<file path="config.mk">
export PLATFORM = sky130hd
export DESIGN_NAME = wk_wake_ctrl
export DESIGN_NICKNAME = d
export VERILOG_FILES = /design/src/rtl/wk_pkg.sv /design/src/rtl/wk_rst_sync.sv /design/src/rtl/wk_sync.sv /design/src/rtl/wk_dev_bank.sv /design/src/rtl/wk_gp_bank.sv /design/src/rtl/wk_wake_ctrl.sv
export SDC_FILE = /design/constraint.sdc
export NUM_CORES = 1
export LEC_CHECK = 0
export BUFFER_PORTS_ARGS = -buffer_cell sky130_fd_sc_hd__buf_2
export CORE_ASPECT_RATIO = 1.25
export CORE_MARGIN = 5
export CORE_UTILIZATION = 56
export CTS_CLUSTER_DIAMETER = 100
export DETAILED_ROUTE_END_ITERATION = 16
export PLACE_DENSITY = 0.79
export SLEW_MARGIN = 0
export SYNTH_ARGS = -nofsm -noshare
export SYNTH_HDL_FRONTEND = slang
export SYNTH_HIERARCHICAL = 1
export SYNTH_SLANG_ARGS = --single-unit
</file>
<file path="constraint.sdc">
create_clock -name clk -period 5.2 [get_ports clk]
set_input_delay 0 -clock clk [delete_from_list [all_inputs] [get_ports clk]]
set_output_delay 0 -clock clk [all_outputs]
set_load 0.03 [all_outputs]
</file>
<file path="src/rtl/wk_pkg.sv">
package wk_pkg;
  localparam int REG_AW = 3;
  localparam int REG_DW = 16;

  localparam int KBD_BIT     = 3;
  localparam int MS_BIT      = 4;
  localparam int KBD_ISO_BIT = 0;
  localparam int MS_ISO_BIT  = 1;
  localparam int KBC_RST_BIT = 6;

  typedef enum logic [REG_AW-1:0] {
    RA_DEV_ST = 3'd0,
    RA_DEV_EN = 3'd1,
    RA_GP_ST  = 3'd2,
    RA_GP_EN  = 3'd3,
    RA_GP_DIR = 3'd4,
    RA_CFG    = 3'd5
  } reg_addr_e;
endpackage

</file>
<file path="src/rtl/wk_rst_sync.sv">
module wk_rst_sync (
  input  logic clk,
  input  logic arst_n,
  output logic srst_n
);
  logic [1:0] stage_q;

  always_ff @(posedge clk or negedge arst_n) begin
    if (!arst_n) stage_q <= 2'b00;
    else         stage_q <= {stage_q[0], 1'b1};
  end

  assign srst_n = stage_q[1];
endmodule

</file>
<file path="src/rtl/wk_sync.sv">
module wk_sync #(
  parameter int   W       = 1,
  parameter logic RST_BIT = 1'b0
) (
  input  logic         clk,
  input  logic         rst_n,
  input  logic [W-1:0] d_i,
  output logic [W-1:0] q_o
);
  logic [W-1:0] meta_q, sync_q;

  always_ff @(posedge clk or negedge rst_n) begin
    if (!rst_n) begin
      meta_q <= {W{RST_BIT}};
      sync_q <= {W{RST_BIT}};
    end else begin
      meta_q <= d_i;
      sync_q <= meta_q;
    end
  end

  assign q_o = sync_q;
endmodule

</file>
<file path="src/rtl/wk_dev_bank.sv">
module wk_dev_bank (
  input  logic       clk,
  input  logic       rst_n,
  input  logic       kbd_dat_i,
  input  logic       ms_dat_i,
  input  logic       kbc_kbd_evt_i,
  input  logic       kbc_ms_evt_i,
  input  logic       iso_kbd_i,
  input  logic       iso_ms_i,
  input  logic       wr_st_i,
  input  logic       wr_en_i,
  input  logic [1:0] wdata_i,
  output logic [1:0] st_o,
  output logic [1:0] en_o,
  output logic       pend_o
);
  logic [1:0] line_s;
  logic [1:0] set_v, clr_v;
  logic [1:0] st_q, st_nxt, en_q, en_nxt;

  wk_sync #(.W(2), .RST_BIT(1'b1)) u_line_sync (
    .clk   (clk),
    .rst_n (rst_n),
    .d_i   ({ms_dat_i, kbd_dat_i}),
    .q_o   (line_s)
  );

  always_comb begin
    set_v[0] = ~line_s[0] | (kbc_kbd_evt_i & ~iso_kbd_i);
    set_v[1] = ~line_s[1] | (kbc_ms_evt_i & ~iso_ms_i);
    clr_v    = wr_st_i ? wdata_i : 2'b00;
    st_nxt   = (st_q & ~clr_v) | set_v;
    en_nxt   = wr_en_i ? wdata_i : en_q;
  end

  always_ff @(posedge clk or negedge rst_n) begin
    if (!rst_n) begin
      st_q <= 2'b00;
      en_q <= 2'b00;
    end else begin
      st_q <= st_nxt;
      en_q <= en_nxt;
    end
  end

  assign st_o   = st_q;
  assign en_o   = en_q;
  assign pend_o = |(st_q & en_q);

  AST_KBD_LOW_SETS: assert property (@(posedge clk) disable iff (!rst_n)
    !line_s[0] |=> st_q[0]);
  AST_MS_LOW_SETS: assert property (@(posedge clk) disable iff (!rst_n)
    !line_s[1] |=> st_q[1]);
  AST_ISO_BLOCKS_KBC: assert property (@(posedge clk) disable iff (!rst_n)
    (iso_kbd_i && line_s[0] && !st_q[0]) |=> !st_q[0]);
  AST_DEV_CLR_WINS_LOSES: assert property (@(posedge clk) disable iff (!rst_n)
    (wr_st_i && wdata_i[0] && kbc_kbd_evt_i && !iso_kbd_i) |=> st_q[0]);
endmodule

</file>
<file path="src/rtl/wk_gp_bank.sv">
module wk_gp_bank #(
  parameter int GP_N    = 13,
  parameter int GP_EXCL = 12
) (
  input  logic            clk,
  input  logic            rst_n,
  input  logic            main_rst_n,
  input  logic [GP_N-1:0] pin_i,
  input  logic            wr_st_i,
  input  logic            wr_en_i,
  input  logic            wr_dir_i,
  input  logic [GP_N-1:0] wdata_i,
  output logic [GP_N-1:0] st_o,
  output logic [GP_N-1:0] en_o,
  output logic [GP_N-1:0] dir_o,
  output logic            pend_o
);
  logic [GP_N-1:0] pin_s, pin_d_q;
  logic [GP_N-1:0] edge_v, set_v, clr_v;
  logic [GP_N-1:0] st_q, st_nxt, dir_q, dir_nxt, en_q;

  wk_sync #(.W(GP_N), .RST_BIT(1'b0)) u_pin_sync (
    .clk   (clk),
    .rst_n (rst_n),
    .d_i   (pin_i),
    .q_o   (pin_s)
  );

  always_comb begin
    edge_v  = pin_s ^ pin_d_q;
    set_v   = edge_v & dir_q;
    clr_v   = wr_st_i ? wdata_i : '0;
    st_nxt  = (st_q & ~clr_v) | set_v;
    dir_nxt = wr_dir_i ? wdata_i : dir_q;
  end

  always_ff @(posedge clk or negedge rst_n) begin
    if (!rst_n) begin
      pin_d_q <= '0;
      st_q    <= '0;
    end else begin
      pin_d_q <= pin_s;
      st_q    <= st_nxt;
    end
  end

  always_ff @(posedge clk or negedge main_rst_n) begin
    if (!main_rst_n) dir_q <= '0;
    else             dir_q <= dir_nxt;
  end

  for (genvar i = 0; i < GP_N; i++) begin : g_en
    if (i == GP_EXCL) begin : g_fixed
      assign en_q[i] = 1'b0;
    end else begin : g_bit
      logic b_q;
      always_ff @(posedge clk or negedge rst_n) begin
        if (!rst_n)       b_q <= 1'b0;
        else if (wr_en_i) b_q <= wdata_i[i];
      end
      assign en_q[i] = b_q;
    end
  end

  assign st_o   = st_q;
  assign en_o   = en_q;
  assign dir_o  = dir_q;
  assign pend_o = |(st_q & en_q);

  AST_GP_SET_WINS: assert property (@(posedge clk) disable iff (!rst_n)
    (set_v != '0) |=> ((st_q & $past(set_v)) == $past(set_v)));
  AST_GP_W1C_CLEARS: assert property (@(posedge clk) disable iff (!rst_n)
    (wr_st_i && set_v == '0) |=> ((st_q & $past(wdata_i)) == '0));
  AST_OUT_PIN_QUIET: assert property (@(posedge clk) disable iff (!rst_n || !main_rst_n)
    1'b1 |=> ((~$past(dir_q) & ~$past(st_q) & st_q) == '0));
endmodule

</file>
<file path="src/rtl/wk_wake_ctrl.sv">
module wk_wake_ctrl import wk_pkg::*; #(
  parameter int GP_N    = 13,
  parameter int GP_EXCL = 12
) (
  input  logic              clk,
  input  logic              stby_rst_n,
  input  logic              main_rst_n,
  input  logic              kbd_dat_i,
  input  logic              ms_dat_i,
  input  logic              kbc_kbd_evt_i,
  input  logic              kbc_ms_evt_i,
  input  logic [GP_N-1:0]   gp_pin_i,
  input  logic              reg_wr_i,
  input  logic [REG_AW-1:0] reg_addr_i,
  input  logic [REG_DW-1:0] reg_wdata_i,
  output logic [REG_DW-1:0] reg_rdata_o,
  output logic              wake_n_o,
  output logic              kbc_rst_o
);
  logic sb_rst_n, mn_rst_n, mn_raw_n;
  logic wr_dev_st, wr_dev_en, wr_gp_st, wr_gp_en, wr_gp_dir, wr_cfg;
  logic [1:0] dev_st, dev_en, iso_q, iso_nxt;
  logic [GP_N-1:0] gp_st, gp_en, gp_dir;
  logic dev_pend, gp_pend;
  logic kbc_rst_q, kbc_rst_nxt, wake_q, wake_nxt;
  logic unused_wdata;

  assign mn_raw_n = stby_rst_n & main_rst_n;

  wk_rst_sync u_sb_rst (.clk(clk), .arst_n(stby_rst_n), .srst_n(sb_rst_n));
  wk_rst_sync u_mn_rst (.clk(clk), .arst_n(mn_raw_n),   .srst_n(mn_rst_n));

  always_comb begin
    wr_dev_st = reg_wr_i && (reg_addr_i == RA_DEV_ST);
    wr_dev_en = reg_wr_i && (reg_addr_i == RA_DEV_EN);
    wr_gp_st  = reg_wr_i && (reg_addr_i == RA_GP_ST);
    wr_gp_en  = reg_wr_i && (reg_addr_i == RA_GP_EN);
    wr_gp_dir = reg_wr_i && (reg_addr_i == RA_GP_DIR);
    wr_cfg    = reg_wr_i && (reg_addr_i == RA_CFG);
  end

  wk_dev_bank u_dev (
    .clk           (clk),
    .rst_n         (sb_rst_n),
    .kbd_dat_i     (kbd_dat_i),
    .ms_dat_i      (ms_dat_i),
    .kbc_kbd_evt_i (kbc_kbd_evt_i),
    .kbc_ms_evt_i  (kbc_ms_evt_i),
    .iso_kbd_i     (iso_q[0]),
    .iso_ms_i      (iso_q[1]),
    .wr_st_i       (wr_dev_st),
    .wr_en_i       (wr_dev_en),
    .wdata_i       ({reg_wdata_i[MS_BIT], reg_wdata_i[KBD_BIT]}),
    .st_o          (dev_st),
    .en_o          (dev_en),
    .pend_o        (dev_pend)
  );

  wk_gp_bank #(.GP_N(GP_N), .GP_EXCL(GP_EXCL)) u_gp (
    .clk        (clk),
    .rst_n      (sb_rst_n),
    .main_rst_n (mn_rst_n),
    .pin_i      (gp_pin_i),
    .wr_st_i    (wr_gp_st),
    .wr_en_i    (wr_gp_en),
    .wr_dir_i   (wr_gp_dir),
    .wdata_i    (reg_wdata_i[GP_N-1:0]),
    .st_o       (gp_st),
    .en_o       (gp_en),
    .dir_o      (gp_dir),
    .pend_o     (gp_pend)
  );

  always_comb begin
    iso_nxt     = wr_cfg ? {reg_wdata_i[MS_ISO_BIT], reg_wdata_i[KBD_ISO_BIT]} : iso_q;
    kbc_rst_nxt = wr_cfg ? reg_wdata_i[KBC_RST_BIT] : kbc_rst_q;
    wake_nxt    = ~(dev_pend | gp_pend);
  end

  always_ff @(posedge clk or negedge sb_rst_n) begin
    if (!sb_rst_n) begin
      iso_q  <= 2'b00;
      wake_q <= 1'b1;
    end else begin
      iso_q  <= iso_nxt;
      wake_q <= wake_nxt;
    end
  end

  always_ff @(posedge clk or negedge mn_rst_n) begin
    if (!mn_rst_n) kbc_rst_q <= 1'b0;
    else           kbc_rst_q <= kbc_rst_nxt;
  end

  always_comb begin
    reg_rdata_o = '0;
    case (reg_addr_e'(reg_addr_i))
      RA_DEV_ST: begin
        reg_rdata_o[KBD_BIT] = dev_st[0];
        reg_rdata_o[MS_BIT]  = dev_st[1];
      end
      RA_DEV_EN: begin
        reg_rdata_o[KBD_BIT] = dev_en[0];
        reg_rdata_o[MS_BIT]  = dev_en[1];
      end
      RA_GP_ST:  reg_rdata_o[GP_N-1:0] = gp_st;
      RA_GP_EN:  reg_rdata_o[GP_N-1:0] = gp_en;
      RA_GP_DIR: reg_rdata_o[GP_N-1:0] = gp_dir;
      RA_CFG: begin
        reg_rdata_o[KBD_ISO_BIT] = iso_q[0];
        reg_rdata_o[MS_ISO_BIT]  = iso_q[1];
        reg_rdata_o[KBC_RST_BIT] = kbc_rst_q;
      end
      default: reg_rdata_o = '0;
    endcase
  end

  assign unused_wdata = ^reg_wdata_i;
  assign wake_n_o     = wake_q;
  assign kbc_rst_o    = kbc_rst_q;

  AST_WAKE_ASSERTS: assert property (@(posedge clk) disable iff (!sb_rst_n)
    (dev_pend || gp_pend) |=> !wake_n_o);
  AST_WAKE_RELEASES: assert property (@(posedge clk) disable iff (!sb_rst_n)
    (!wake_n_o && !dev_pend && !gp_pend) |=> wake_n_o);
  AST_EXCL_NO_WAKE: assert property (@(posedge clk) disable iff (!sb_rst_n)
    (gp_st == (GP_N'(1) << GP_EXCL) && (dev_st & dev_en) == 2'b00) |=> wake_n_o);
  AST_KBC_RST_HOLDS: assert property (@(posedge clk) disable iff (!mn_rst_n)
    (kbc_rst_q && !wr_cfg) |=> kbc_rst_q);
  AST_MAIN_RST_KEEPS_EN: assert property (@(posedge clk) disable iff (!sb_rst_n)
    (!mn_rst_n && !wr_dev_en) |=> (dev_en == $past(dev_en)));
endmodule

</file>
# Word level (Yosys, flattened, before mapping)
# Index checks and enable logic that the tools add are counted.
# word_totals
regBits	93
input_bits	40
# classes
eq_ne	5
n_mux	8
bitwise_logic	21
reduce_logical	9
# ops
operator	count
$and A13 B13 Y13	2
$pmux W6 S3	1
$and A13 B12 Y13	1
$mux W13	1
$not A13 Y13	1
$or A13 B13 Y13	1
$reduce_or A13 Y1	1
$xor A13 B13 Y13	1
$pmux W2 S5	1
$pmux W2 S4	1
$eq A3 B2 Y1 const B	2
$eq A3 B3 Y1 const B	2
$logic_and A1 B1 Y1	6
$pmux W1 S3	2
$not A1 Y1	5
$and A2 B2 Y2	2
$pmux W1 S4	1
$and A1 B1 Y1	3
$eq A3 B1 Y1 const B	1
$logic_not A3 Y1	1
$or A1 B1 Y1	3
$mux W2	1
$not A2 Y2	1
$or A2 B2 Y2	1
$reduce_or A2 Y1	1

# Depth between registers and ports, before layout
# Gate-level depths: netlist of the first run.
# depth
depth_word	6
ltp_mapped	6

# Cells and area by module
# Netlist of the first run, hierarchy kept.
# modules_own_cells
module	instances	cells_each	area_each_um2	seq_area_each_um2
wk_gp_bank	1	139	2084.5	1276.2
wk_sync (u_gp.u_pin_sync)	1	26	650.6	650.6
wk_wake_ctrl	1	67	603.1	101.3
wk_dev_bank	1	15	173.9	100.1
wk_rst_sync	2	3	53.8	50.0
wk_sync (u_dev.u_line_sync)	1	4	105.1	105.1

# Least setup slack after synthesis of the first run
# OpenSTA, ideal clock, no wires.
# synth_timing
kind	input to register
from	in reg_addr_i[0]
to	reg u_gp.st_q[11], in the netlist u_gp/st_o[11]
t_arrival_ns	1.052
t_required_ns	5.079
slack_ns	4.028
path_stages	6
n_path_buf	3
path_cell_list	buf_6 buf_6 nor3_1 buf_6 nand2_1 a22o_1
# synth_via
elab_chain_len	6
# synth_lines
element	line	source
start, declared	wk_wake_ctrl.sv:14	input logic [REG_AW-1:0] reg_addr_i,
$eq A3 B2 Y1	wk_wake_ctrl.sv:36	wr_gp_st = reg_wr_i && (reg_addr_i == RA_GP_ST);
$logic_and A1 B1 Y1	wk_wake_ctrl.sv:36	
named net wr_gp_st	wk_wake_ctrl.sv:21	logic wr_dev_st, wr_dev_en, wr_gp_st, wr_gp_en, wr_gp_dir, wr_cfg;
$mux W13	wk_gp_bank.sv:32	clr_v = wr_st_i ? wdata_i : '0;
$not A13 Y13	wk_gp_bank.sv:33	st_nxt = (st_q & ~clr_v) | set_v;
$and A13 B13 Y13	wk_gp_bank.sv:33	
$or A13 B13 Y13	wk_gp_bank.sv:33	
named net u_gp.st_nxt[11]	wk_gp_bank.sv:20	logic [GP_N-1:0] st_q, st_nxt, dir_q, dir_nxt, en_q;
end signal, assigned	wk_gp_bank.sv:43	st_q <= st_nxt;
end, declared	wk_gp_bank.sv:20	
# The timed path passes the listed nets, and every way through them passes these cells.
# A chain may end at the register's enable or synchronous reset.

# Final worst setup path of the first run
# layout_timing
from	in reg_addr_i[0]
to	reg u_gp.g_en[8].g_bit.b_q
# layout_via
elab_chain_len	2
# layout_lines
element	line	source
$eq A3 B2 Y1	wk_wake_ctrl.sv:37	wr_gp_en = reg_wr_i && (reg_addr_i == RA_GP_EN);
$logic_and A1 B1 Y1	wk_wake_ctrl.sv:37	
named net wr_gp_en	wk_wake_ctrl.sv:21	
end signal, assigned	wk_gp_bank.sv:59	else if (wr_en_i) b_q <= wdata_i[i];
end, declared	wk_gp_bank.sv:56	logic b_q;
# The timed path passes the listed nets, and every way through them passes these cells.

==> metrics.md, run 1 <==
| Metric | Value |
|---|---|
| Reg power frac | `54.7%` |
| Register area share after synthesis | `62.65%` |
| Peak supply drop | `0.0002493 V` |
| Syn_area_per_cell | `14.49 µm²` |
| Num rows | `33` |
| Clock power frac | `29.3%` |
| Reg-to-reg slack, setup | `3.74 ns` |
| Vias per std cell | `5.214` |
| Syn Inst Count | `257` |
| Synthesis-to-layout area growth | `19.65%` |
| Internal | `1.168 mW` |
| Final Worst Setup Slack | `3.465 ns` |
| Pre-CTS setup slack | `3.140 ns` |
| RSZ-0062 raised after global routing | `false` |
| Core Util, Final | `68.32%` |
| Tot GR Track Use | `18.33%` |
| Final Hold Fails | `0` |
| DIE AREA | `0.008393 mm²` |
| Worst hold path class | `input pin to asynchronous set/reset pin` |
| F_max | `576.5 MHz` |
| Startpoint types | `input pin` |
| Max-slew violations | `0` |
| Wire per inst | `16.78 µm` |
| Tmin final | `1.735 ns` |
| Worst Skew | `0.008989 ns` |
| Cell variety after synth | `28` |
| Power Total | `1.598 mW` |
| Worst slew margin | `25.18%` |
| RR Startpoint | `u_dev/u_line_sync/q_o[1]` |
| Die W | `82.95 µm` |
| Post-CTS Setup Inserts | `0` |
| Worst skew pair latency | `0.35 ns` |
| Ys Warns | `6` |
| Synthesized flop and latch total | `93` |
| Initial DRC Count | `134` |
| Max cap viols | `0` |
| Final wirelength | `7149 µm` |
| Largest net degree at the start of global routing | `76` |
| Mapped cell area | `0.003725 mm²` |
| Detail Placement HPWL | `4491 µm` |
| Vias | `2221` |
| Comb power frac | `16.0%` |
| Crit-path max FO | `22` |
| Sw frac | `26.93%` |
| Post-synth EDFFs | `0` |
| I/O pin cnt | `58` |
| Yosys top cell area share | `59.12%` |
| CTS H-tree lvls | `3` |
| Layout cell share with drive strength beyond 1 | `32.45%` |
| Initial core utilization | `57.10%` |
| Drt drc | `0` |
| Clock Root Buffer | `clkbuf_8` |
| Nets | `374` |
| Initial antenna violation count | `0` |
| Vias in the first global route | `2448` |
| Worst-path clk slew | `0.09 ns` |
| Placed Instances | `376` |
| Cell Pwr Density | `358.6 mW/mm²` |
| Antenna diodes | `0` |
| Most common cell in the netlist | `dfrtp_1` |
| CTS Sinks | `93` |
| Worst EP required | `5.44 ns` |
| NetSw | `0.4303 mW` |
| TritonCTS Buffers | `9` |
| Initial DRT Pass Iterations | `4` |
| Fin cells | `426` |
| Total congestion overflow | `0` |
| Synth area leaders | `dfrtp_1 (59%), mux2_2 (6.0%), mux2i_1 (4.6%)` |
| Die Span Y | `101.2 µm` |
| Final ANT Viol Nets | `0` |
| Port bufs | `51` |
| CTS tree | `yes` |
| Lkg Pwr | `1.997 nW` |
| First-pass GRT wire length | `12140 µm` |
| Final cycle utilization of the critical path | `33.36%` |
| Routability cong. | `0.7892` |
| CTS Buffer Depth | `2` |
| CP arrival | `1.97 ns` |
| Setup-failing EPs final | `0` |
| RR Endpoint | `u_dev/st_o[1]` |
| Fraction of registers with async set/reset | `100.0%` |
| Worst Setup End Kind | `register` |
| Commonest cells in the netlist | `dfrtp_1 (88), mux2_2 (20), mux2i_1 (17)` |
| Measured slew at the worst slew-check pin | `1.118 ns` |
| Final TNS setup | `0 ns` |
| Status | `complete, no violations` |
| Ys flop type | `dfrtp_1` |
| Core footprint | `0.006524 mm²` |
| R2R depth | `3` |
| Critical path type | `input pin to register` |
| Area leader, netlist | `dfrtp_1` |
## timing repair
action | in CTS | in global routing
hold endpoints to repair | 60 | 0
hold buffers | 34 | 0
gates resized for setup | 0 | 0
setup endpoints to repair | 0 | 0
## critical path, cell delays in order
cell      delay, ns
buf_2          0.46
nand2b_1       0.19
nor2_1         0.89
mux2_2         0.42
## power by group through the flow
stage	registers, mW	clock network (mW)	logic, mW
after floorplan	0.881	0	0.200
after global placement	0.884	0	0.230
after detailed placement	0.889	0	0.235
after CTS	0.875	0.481	0.257
after global routing	0.886	0.514	0.278
final	0.875	0.468	0.255
## cell type report
class	count	area (µm²)
Clock buffer	11	131.4
Clock inverter	5	62.56
Fill cell	505	2067
Inverter	4	15.01
Multi-Input combinational cell	138	1186
Sequential cell	93	2335
Tap cell	87	108.9
Timing Repair Buffer	88	618.1
## worst max path at each step
stage                        start                       to  slack [ns]  cells after the start
2_1_floorplan  u_sb_rst/stage_q[1]                 iso_q[0]        2.91                      0
3_3_place_gp         reg_addr_i[0]   u_gp/g_en[2].g_bit.b_q        3.14                      4
3_5_place_dp         reg_addr_i[0]   u_gp/g_en[8].g_bit.b_q        3.14                      4
4_1_cts              reg_addr_i[0]  u_gp/g_en[11].g_bit.b_q        3.50                      4
5_1_grt              reg_addr_i[0]   u_gp/g_en[8].g_bit.b_q        3.37                      4
6_report             reg_addr_i[0]   u_gp/g_en[8].g_bit.b_q        3.47                      4
## flip-flops by register name, indices dropped and copies added, names as in the netlist
name,flops
iso_q,2
kbc_rst_o,1
u_dev/en_o,2
u_dev/st_o,2
u_dev/u_line_sync/meta_q,2
u_dev/u_line_sync/q_o,2
u_gp/dir_o,13
u_gp/g_en.g_bit.b_q,12
u_gp/pin_d_q,13
u_gp/st_o,13
u_gp/u_pin_sync/meta_q,13
u_gp/u_pin_sync/q_o,13
u_mn_rst/stage_q,2
u_sb_rst/stage_q,2
wake_n_o,1
## cells by family after synthesis
| family | after synthesis | share of synthesized area, % |
|---|---|---|
| AOI/OAI and AO/OA | 36 | 8.801 |
| xor gates and xnor gates | 13 | 3.057 |
| buffers and inverters | 28 | 5.710 |
| DFF | 93 | 62.65 |
| muxes | 48 | 15.05 |
| other | 4 | 0.4030 |
| and+or+nand+nor | 35 | 4.333 |
## per-layer routing
| metal | share of wire (%) | global-route usage, % | up-vias |
|---|---|---|---|
| li1 | - | - | 1030 |
| met4 | 1.5 | 6.289 | 0 |
| met2 | 51 | 30.56 | 50 |
| met1 | 43 | 24.09 | 1132 |
| met3 | 3.9 | 4.068 | 9 |
| met5 | 0 | 0 | - |
## placed cells by master, fill, tap and decap left out, types with 8 or more instances in the layout
master and instances:
dfrtp_1 87, nand2_1 16, xor2_1 13, buf_2 51
clkbuf_8 9, mux2_2 20, o2bb2ai_1 8, a22o_1 16
mux2_4 11, dlygate4sd3_1 34, mux2i_1 17
## per-stage QoR
step	hold slack [ns]	area, µm²
2_1_floorplan	-0.2956	3732
3_3_place_gp	-0.2101	3923
3_5_place_dp	-0.2076	3923
4_1_cts	0.04439	4457
5_1_grt	0.08187	4457
6_report	0.05547	4457
Note: power is estimated with default switching activity, not from simulation.
==> run 2, diff against run 1 <==
Settings changed: ABC_AREA set to 1.
Clock period 5.2 ns to 1.8 ns, I/O delays scaled along.
==> run 2 against run 1 <==
Against the previous run:
- clock power increased to 3.1 times the previous value
- clock skew decreased by 0.0017 ns
- synthesized cell count increased by 44%
- sequential power increased to 2.9 times the previous value
- flip-flop and latch count unchanged
- first-iteration DRC count increased by 37%
- largest cell class unchanged
- sequential share of layout area decreased by 2.0 points
- power increased to 2.9 times the previous value
- via count increased by 21%
- design area increased by 4.0%
- critical path depth decreased by 2
==> metrics.md, run 2 <==
| Metric | Value |
|---|---|
| Status | `complete, no violations` |
| Min Hold Slack | `0.06331 ns` |
| Final cycle utilization of the critical path | `69.91%` |
| Mapped cell area | `0.003837 mm²` |
| Final TNS setup | `0 ns` |
| Top layer in use | `met4` |
| Setup crit start | `u_dev/u_line_sync/q_o[0]` |
| Cell variety after synth | `25` |
| Final ANT Viol Nets | `0` |
| Worst Setup End Kind | `register` |
| RR Endpoint | `u_dev/st_o[0]` |
| Internal | `3.463 mW` |
| Clock Root Buffer | `clkbuf_8` |
| Worst skew pair latency | `0.35 ns` |
| Reg power frac | `53.7%` |
| Critical-path cell list | `nand3_1 -> dlygate4sd3_1` |
| NetSw | `1.234 mW` |
| Yosys top cell area share | `57.39%` |
| Vias | `2691` |
| Tmin final | `1.258 ns` |
| Commonest cells in the netlist | `nand2_1 (109), dfrtp_1 (88), inv_1 (32), o21ai_0 (32), nand3_1 (17)` |
| CTS-repair resized insts | `0` |
| Crit path max-delay family | `buffers and inverters` |
| Ys flop type | `dfrtp_1` |
| Wl on met1 | `3182 µm` |
| Synthesis-to-layout area growth | `20.77%` |
| Detail Placement HPWL | `4990 µm` |
| Met2 routed WL | `3803 µm` |
| Reg-to-reg slack, setup | `0.54 ns` |
| Sw frac | `26.27%` |
| Antenna diodes | `0` |
| Drt drc | `0` |
| Setup-failing EPs final | `0` |
| Comb power frac | `15.4%` |
| RSZ-0062 raised after global routing | `false` |
| Clock power frac | `30.8%` |
| Syn_area_per_cell | `10.34 µm²` |
| Post-synth EDFFs | `0` |
| Core footprint | `0.006606 mm²` |
| CTS Sinks | `93` |
| Pre-CTS setup slack | `0.4415 ns` |
| Worst Skew | `0.007310 ns` |
| Routed met3 length | `361 µm` |
| Worst slew margin | `54.87%` |
| Crit-path max FO | `1` |
| Final Hold Fails | `0` |
| Vias in the first global route | `2888` |
| Critical path type | `register to register` |
| I/O pin cnt | `58` |
| Peak supply drop | `0.0007783 V` |
| Synthesized flop and latch total | `93` |
| Register area share after synthesis | `60.81%` |
| Wire per inst | `13.78 µm` |
| R2R depth | `2` |
| Synth area leaders | `dfrtp_1 (57%), nand2_1 (11%), mux2_2 (4.4%)` |
| Routability cong. | `0.8535` |
| Vias per std cell | `4.938` |
| Ys Warns | `6` |
| Power Total | `4.696 mW` |
| Die Span Y | `102.6 µm` |
| Fraction of registers with async set/reset | `100.0%` |
| Most common cell after layout, fill and taps aside | `nand2_1` |
| First-pass GRT wire length | `13460 µm` |
| Largest net degree at the start of global routing | `76` |
| Crit path buffers/inverters | `1` |
| Worst EP required | `2.04 ns` |
| Max cap viols | `0` |
| Tot GR Track Use | `19.78%` |
| CTS H-tree lvls | `3` |
| Worst hold path class | `input pin to asynchronous set/reset pin` |
| Area leader, netlist | `dfrtp_1` |
| Cell Pwr Density | `1013 mW/mm²` |
| Most common cell in the netlist | `nand2_1` |
| CP arrival | `1.50 ns` |
| Max-slew violations | `0` |
| Initial DRC Count | `183` |
| Final Worst Setup Slack | `0.5416 ns` |
| Cell count along the critical path | `2` |
| Die W | `84.04 µm` |
| Num rows | `33` |
| Critical path's slowest cell | `dlygate4sd3_1` |
| Measured slew at the worst slew-check pin | `0.6770 ns` |
| Fillcell total | `467` |
| Fin cells | `545` |
| Final wirelength | `7511 µm` |
| Initial core utilization | `58.09%` |
| TritonCTS Buffers | `9` |
| Crit-path max cell delay | `0.55 ns` |
| Syn Inst Count | `371` |
| F_max | `794.7 MHz` |
| DIE AREA | `0.008618 mm²` |
| Worst-path clk slew | `0.08 ns` |
| Port bufs | `51` |
| Nets | `493` |
| RR Startpoint | `u_dev/u_line_sync/q_o[0]` |
| Initial antenna violation count | `0` |
| Commonest cells after routing, fill and taps aside | `nand2_1 (109), dfrtp_1 (87), buf_2 (51)` |
| Initial DRT Pass Iterations | `5` |
| CTS tree | `yes` |
| Startpoint types | `register` |
| CTS Buffer Depth | `2` |
| Placed Instances | `494` |
| Lkg Pwr | `2.334 nW` |
| Worst setup path end | `u_dev/st_o[0]` |
| Layout cell share with drive strength beyond 1 | `23.80%` |
| Total congestion overflow | `0` |
==> run 2: worst min path at each step <==
stage / start / end / slack, ns / depth (start not counted)
6_report: main_rst_n / u_mn_rst/stage_q[0] / 0.06 / 4
3_3_place_gp: stby_rst_n / u_sb_rst/stage_q[0] / -0.21 / 1
4_1_cts: main_rst_n / u_mn_rst/stage_q[0] / 0.03 / 4
3_5_place_dp: stby_rst_n / u_sb_rst/stage_q[0] / -0.20 / 1
2_1_floorplan: stby_rst_n / u_sb_rst/stage_q[0] / -0.30 / 0
5_1_grt: stby_rst_n / u_mn_rst/stage_q[0] / 0.06 / 4
==> run 2: kinds of logic after synthesis <==
logic type / share of synthesized area [%]
other cells: 0.3911
simple gates: 17.18
mux: 8.314
flops: 60.81
buf+inv: 8.380
compound gates: 4.923
==> run 2: worst register-to-register path: stages, from the launching register on <==
cell	delay, ns
dfstp_2	0.53
nand3_1	0.07
dlygate4sd3_1	0.55
==> run 2: what timing repair did <==
| item | in CTS | in global routing |
|---|---|---|
| endpoints found under the hold margin | 64 | 0 |
| hold buffers | 35 | 0 |
| setup endpoints to repair | 0 | 0 |
| setup buffers | 0 | 0 |
==> run 2: power by group through the flow <==
stage | sequential [mW] | clock [mW] | combinational, mW
floorplan | 2.53 | 0 | 0.559
global placement | 2.55 | 0 | 0.648
detailed placement | 2.56 | 0 | 0.671
CTS | 2.52 | 1.49 | 0.730
global route | 2.56 | 1.56 | 0.822
finish | 2.52 | 1.45 | 0.725
==> run 2: layout make-up <==
class                   instances  area (µm²)  area share [%]
clock inverters                 2       60.06           1.296
repair buffers                 92       663.1           14.31
clock buffers                  14       142.6           3.078
multi-input cells             221        1190           25.67
inverters                      36       135.1           2.916
well taps                      87       108.9           2.349
flip-flops and latches         93        2335           50.38
==> run 2: metrics by stage <==
stage	instance area [µm²]	utilization, %
global route	4634	70.15
global placement	4081	61.78
finish	4634	70.15
floorplan	3846	-
detailed placement	4081	61.78
CTS	4634	70.15
==> run 2: layer usage <==
metal	vias up	global-route usage [%]
li1	1323	-
met1	1292	24.64
met2	63	33.78
met3	13	5.276
met4	0	6.807
met5	-	0
